## src/rtl/sdl_pkg.sv

```systemverilog
`timescale 1ns/1ps
package sdl_pkg;

  // Source selector encoding: low takes the external pin, high takes the loop pin.
  typedef enum logic {
    SRC_EXTERNAL = 1'b0,
    SRC_LOOPBACK = 1'b1
  } src_sel_e;

  localparam int unsigned DEFAULT_CELLS     = 64;
  localparam int unsigned DEFAULT_SYNC_FLOPS = 2;

endpackage

```

## src/rtl/sdl_rst_sync.sv

```systemverilog
`timescale 1ns/1ps
module sdl_rst_sync #(
  parameter int unsigned FLOPS = 2
) (
  input  logic clk_i,
  input  logic rst_ni,
  output logic rst_sync_no
);

  logic [FLOPS-1:0] sync_q;
  logic [FLOPS-1:0] sync_d;

  generate
    if (FLOPS == 1) begin : g_single
      always_comb sync_d = 1'b1;
    end else begin : g_chain
      always_comb sync_d = {sync_q[FLOPS-2:0], 1'b1};
    end
  endgenerate

  always_ff @(posedge clk_i or negedge rst_ni) begin
    if (!rst_ni) begin
      sync_q <= '0;
    end else begin
      sync_q <= sync_d;
    end
  end

  assign rst_sync_no = sync_q[FLOPS-1];

endmodule

```

## src/rtl/sdl_src_mux.sv

```systemverilog
`timescale 1ns/1ps
module sdl_src_mux
  import sdl_pkg::*;
(
  input  logic sel_i,
  input  logic ext_i,
  input  logic loop_i,
  output logic bit_o
);

  src_sel_e sel;

  always_comb begin
    sel = src_sel_e'(sel_i);
    unique case (sel)
      SRC_EXTERNAL: bit_o = ext_i;
      SRC_LOOPBACK: bit_o = loop_i;
      default:      bit_o = ext_i;
    endcase
  end

endmodule

```

## src/rtl/sdl_shift_chain.sv

```systemverilog
`timescale 1ns/1ps
module sdl_shift_chain #(
  parameter int unsigned CELLS = 64
) (
  input  logic clk_i,
  input  logic rst_ni,
  input  logic bit_i,
  output logic first_o,
  output logic last_o
);

  localparam int unsigned LAST = CELLS - 1;

  logic [LAST:0] cell_q;
  logic [LAST:0] cell_d;
  logic          shift_en;

  // Every cell shifts on every edge; the enable is kept explicit.
  assign shift_en = 1'b1;

  always_comb begin
    cell_d = cell_q;
    if (shift_en) begin
      cell_d[0] = bit_i;
      for (int i = 1; i <= LAST; i++) begin
        cell_d[i] = cell_q[i-1];
      end
    end
  end

  always_ff @(posedge clk_i or negedge rst_ni) begin
    if (!rst_ni) begin
      cell_q <= '0;
    end else begin
      cell_q <= cell_d;
    end
  end

  assign first_o = cell_q[0];
  assign last_o  = cell_q[LAST];

  // every cell takes the previous value of its neighbour on each edge
  generate
    for (genvar g = 1; g <= LAST; g++) begin : g_adv
      a_r1_cell_advance: assert property (@(posedge clk_i) disable iff (!rst_ni)
        1'b1 |=> (cell_q[g] == $past(cell_q[g-1])))
        else $error("R1: cell %0d did not take its neighbour's value", g);
    end
  endgenerate

endmodule

```

## src/rtl/sdl_half_stage.sv

```systemverilog
`timescale 1ns/1ps
module sdl_half_stage (
  input  logic clk_i,
  input  logic rst_ni,
  input  logic d_i,
  output logic q_o
);

  logic half_q;
  logic half_d;

  always_comb half_d = d_i;

  always_ff @(negedge clk_i or negedge rst_ni) begin
    if (!rst_ni) begin
      half_q <= 1'b0;
    end else begin
      half_q <= half_d;
    end
  end

  assign q_o = half_q;

endmodule

```

## src/rtl/serial_delay_line.sv

```systemverilog
`timescale 1ns/1ps
module serial_delay_line
  import sdl_pkg::*;
#(
  parameter int unsigned CELLS      = DEFAULT_CELLS,
  parameter int unsigned SYNC_FLOPS = DEFAULT_SYNC_FLOPS
) (
  input  logic clk_i,
  input  logic rst_ni,
  input  logic recirc_i,
  input  logic data_i,
  input  logic loop_i,
  output logic q_o,
  output logic qn_o,
  output logic q_half_o,
  output logic clk_fwd_o
);

  logic rst_sync_n;
  logic stage_in;
  logic first_cell;
  logic last_cell;
  logic half_cell;

  sdl_rst_sync #(.FLOPS(SYNC_FLOPS)) u_rst (
    .clk_i       (clk_i),
    .rst_ni      (rst_ni),
    .rst_sync_no (rst_sync_n)
  );

  sdl_src_mux u_mux (
    .sel_i  (recirc_i),
    .ext_i  (data_i),
    .loop_i (loop_i),
    .bit_o  (stage_in)
  );

  sdl_shift_chain #(.CELLS(CELLS)) u_chain (
    .clk_i   (clk_i),
    .rst_ni  (rst_sync_n),
    .bit_i   (stage_in),
    .first_o (first_cell),
    .last_o  (last_cell)
  );

  sdl_half_stage u_half (
    .clk_i  (clk_i),
    .rst_ni (rst_sync_n),
    .d_i    (last_cell),
    .q_o    (half_cell)
  );

  assign q_o       = last_cell;
  assign qn_o      = ~last_cell;
  assign q_half_o  = half_cell;
  assign clk_fwd_o = clk_i;

  // external pin lands in the first cell when the selector is low
  a_r2_ext_source: assert property (@(posedge clk_i) disable iff (!rst_sync_n)
    (recirc_i == 1'b0) |=> (first_cell == $past(data_i)))
    else $error("R2: first cell did not load data_i");

  // loop pin lands in the first cell when the selector is high
  a_r3_loop_source: assert property (@(posedge clk_i) disable iff (!rst_sync_n)
    (recirc_i == 1'b1) |=> (first_cell == $past(loop_i)))
    else $error("R3: first cell did not load loop_i");

  // by each rising edge the half cell has caught up with the main output
  a_r6_half_caught_up: assert property (@(posedge clk_i) disable iff (!rst_sync_n)
    q_half_o == q_o)
    else $error("R6: half cell does not match main output at rising edge");

endmodule

```

## config.mk

```make
export PLATFORM = sky130hd
export DESIGN_NAME = serial_delay_line
export DESIGN_NICKNAME = d
export VERILOG_FILES = /design/src/rtl/sdl_pkg.sv /design/src/rtl/sdl_rst_sync.sv /design/src/rtl/sdl_src_mux.sv /design/src/rtl/sdl_shift_chain.sv /design/src/rtl/sdl_half_stage.sv /design/src/rtl/serial_delay_line.sv
export SDC_FILE = /design/constraint.sdc
export NUM_CORES = 1
export LEC_CHECK = 0
export ABC_AREA = 1
export BUFFER_PORTS_ARGS = -buffer_cell sky130_fd_sc_hd__buf_2
export CAP_MARGIN = 20
export CORE_MARGIN = 2
export CORE_UTILIZATION = 51
export DETAILED_ROUTE_END_ITERATION = 12
export GPL_ROUTABILITY_DRIVEN = 0
export PLACE_DENSITY = 0.78
export SETUP_SLACK_MARGIN = 0.5
export SLEW_MARGIN = 20
export SYNTH_ARGS = -nofsm -noshare
export SYNTH_HDL_FRONTEND = slang
export SYNTH_SLANG_ARGS = --single-unit
```

## constraint.sdc

```tcl
create_clock -name clk_i -period 1.9 [get_ports clk_i]
set_input_delay 0.19 -clock clk_i [delete_from_list [all_inputs] [get_ports clk_i]]
set_output_delay 0.19 -clock clk_i [all_outputs]
set_load 0.005 [all_outputs]
```

==> results by group <==
Worst setup path
  • Crit. End Element: output port
  • Critical path type: reg2out
  • CP Max Fanout: 1
  • Worst Setup Start Kind: flop
  • Flop2flop setup slack: 0.38 ns
  • Worst path cell trace: buf_2
  • Req. time, crit path: 1.71 ns
  • CP arrival: 1.90 ns
  • Slowest cell on the critical path: dfrtn_1
  • CP Buf/Inv Count: 1
  • Worst path top cell family by delay: flip-flops
  • Crit-path max cell delay: 0.38 ns

Synth
  • Post-Syn Area: 1710 µm²
  • Flops & latches, synth: 67
  • Distinct cell type count after synthesis: 6
  • Synth warnings: 0
  • Syn Area/Cell: 23.1 µm²
  • Sequential area share after synthesis: 98.2%
  • Synth Net Count: 79
  • Gate Count Post-Synth: 74

STA
  • Worst Max-Slew Pin Slew: 0.736 ns
  • Setup TNS: -0.187 ns
  • Fin Clk Skew: 0.0166 ns
  • Final hold viol count: 0
  • RSZ-0062 raised after global routing: yes
  • Hold WS: 0.341 ns
  • Final worst slack: -0.187 ns
  • Slew margin rel.: 50.9%
  • Slew Limit Fails: 0
  • Final setup violating endpoints: 1

Detailed routing
  • Drt first pass iters: 2
  • WL/cell: 13.7 µm
  • DRC marker count from the first detailed-route iteration: 20
  • Vias per inst: 4.14
  • DRC violations left: 0
  • Remaining antenna violation count after routing: 0
  • Routed WL: 2110 µm
  • Vias: 638

Global routing
  • Number of global-route vias before repair: 685
  • Gr usage total: 14.2%
  • Largest net degree at the start of global routing: 65
  • Remaining Overflow, GRT: 0
  • First-pass GRT wire length: 3210 µm
  • Initial antenna violation count: 0

Cells and area
  • # diodes: 0
  • Final instance area: 2040 µm²
  • Final core utilization: 62.0%
  • Nets@finish: 108
  • Layout filler cell count: 243
  • Area delta synth->final: 19.3%
  • Most common cell after layout, fill and taps aside: dfrtp_1
  • Commonest cells after routing, fill and taps aside: dfrtp_1, clkbuf_4, clkbuf_1, dlygate4sd3_1, buf_2
  • Share of cells above drive strength 1: 23.1%

Die
  • Chip Height: 61.8 µm
  • Io pins: 9
  • Area of the die: 3820 µm²
  • Initial Util: 52.0%
  • Core area: 3280 µm²
  • Die X: 61.8 µm
  • # rows: 21

Pwr
  • Power density cells: 1240 nW/µm²
  • Worst VDD drop: 729 µV
  • Static leakage: 0.997 nW

Placed design
  • Area after DPL: 1810 µm²
  • HPWL Detailed: 927 µm
  • Port bufs: 8

CTS
  • Worst-Skew Late Latency: 0.48 ns
  • CTS tree: built
  • Reg clk slew, reported paths: 0.09 ns

Run status
  • Status: complete, but fails checks
  • Failing checks: setup timing

Job
  • MaxCap Viol Count: 0

Min path
  • Worst Hold Class: reg2reg
## synth_stat cells
master,n,area share (%)
dfrtp_1,66,97
nand2_1,3,0.66
inv_1,2,0.44
buf_4,1,0.44
conb_1,1,0.22
dfrtn_1,1,1.5
## per-stage QoR
stage,power (mW),setup WS [ns],instances
2_1_floorplan,1.60,0.246,74
3_3_place_gp,1.62,0.294,128
3_5_place_dp,1.62,0.302,128
4_1_cts,2.54,-0.219,154
5_1_grt,2.66,-0.279,154
6_report,2.52,-0.187,154
## cell families (layout without fill, tap and decap cells)
kind of cell	count (synthesis)	in the layout	share of synthesized area (%)
flip-flops	67	67	98.2
other	1	1	0.220
AND/OR/NAND/NOR	3	3	0.660
buffers and inverters	3	37	0.880
## area by class of cell
cell class                 count  area, µm²  area share, %
clock buffer                  20        155           7.62
inverter                       2       7.51          0.369
multi-input combinational      4       15.0          0.738
sequential                    67       1680           82.5
tap                           46       57.6           2.83
timing repair buffer          15        120           5.90
## report_power, final
group          leakage (nW)  internal [mW]  switching [mW]
Combinational        0.0840         0.0132          0.0288
Sequential            0.831           1.51          0.0256
Clock                0.0823          0.488           0.455
Total                 0.997           2.01           0.509
## layer usage
metal / vias up / global-route usage [%] / wire [µm]
li1: 280 / - / -
met1: 336 / 16.7 / 993
met2: 17 / 16.7 / 957
met3: 5 / 9.94 / 109
met4: 0 / 13.1 / 44
met5: - / 0 / 0
## sequential cells by signal (all words and copies together), names as in the netlist
register / cells
u_half.q_o: 1
u_rst.sync_q: 2
u_chain.cell_q: 64
## final timing paths
kind                                     from                 end  cells after the start
max                                u_half.q_o            q_half_o                      1
min                         u_chain.cell_q[7]   u_chain.cell_q[8]                      0
max reg2reg                u_chain.cell_q[63]          u_half.q_o                      0
min reg2reg                 u_chain.cell_q[7]   u_chain.cell_q[8]                      0
max in group asynchronous     u_rst.sync_q[1]          u_half.q_o                      0
min in group asynchronous     u_rst.sync_q[1]  u_chain.cell_q[39]                      1
## repair_timing
| item | in CTS | in global routing |
|---|---|---|
| buffers inserted | 1 | 0 |
| endpoints found under the setup margin | 3 | 5 |
| gates resized for setup | 4 | 5 |
| hold buffers | 6 | 0 |
| endpoints found under the hold margin | 3 | 0 |
Note: power is estimated with default switching activity, not from simulation.
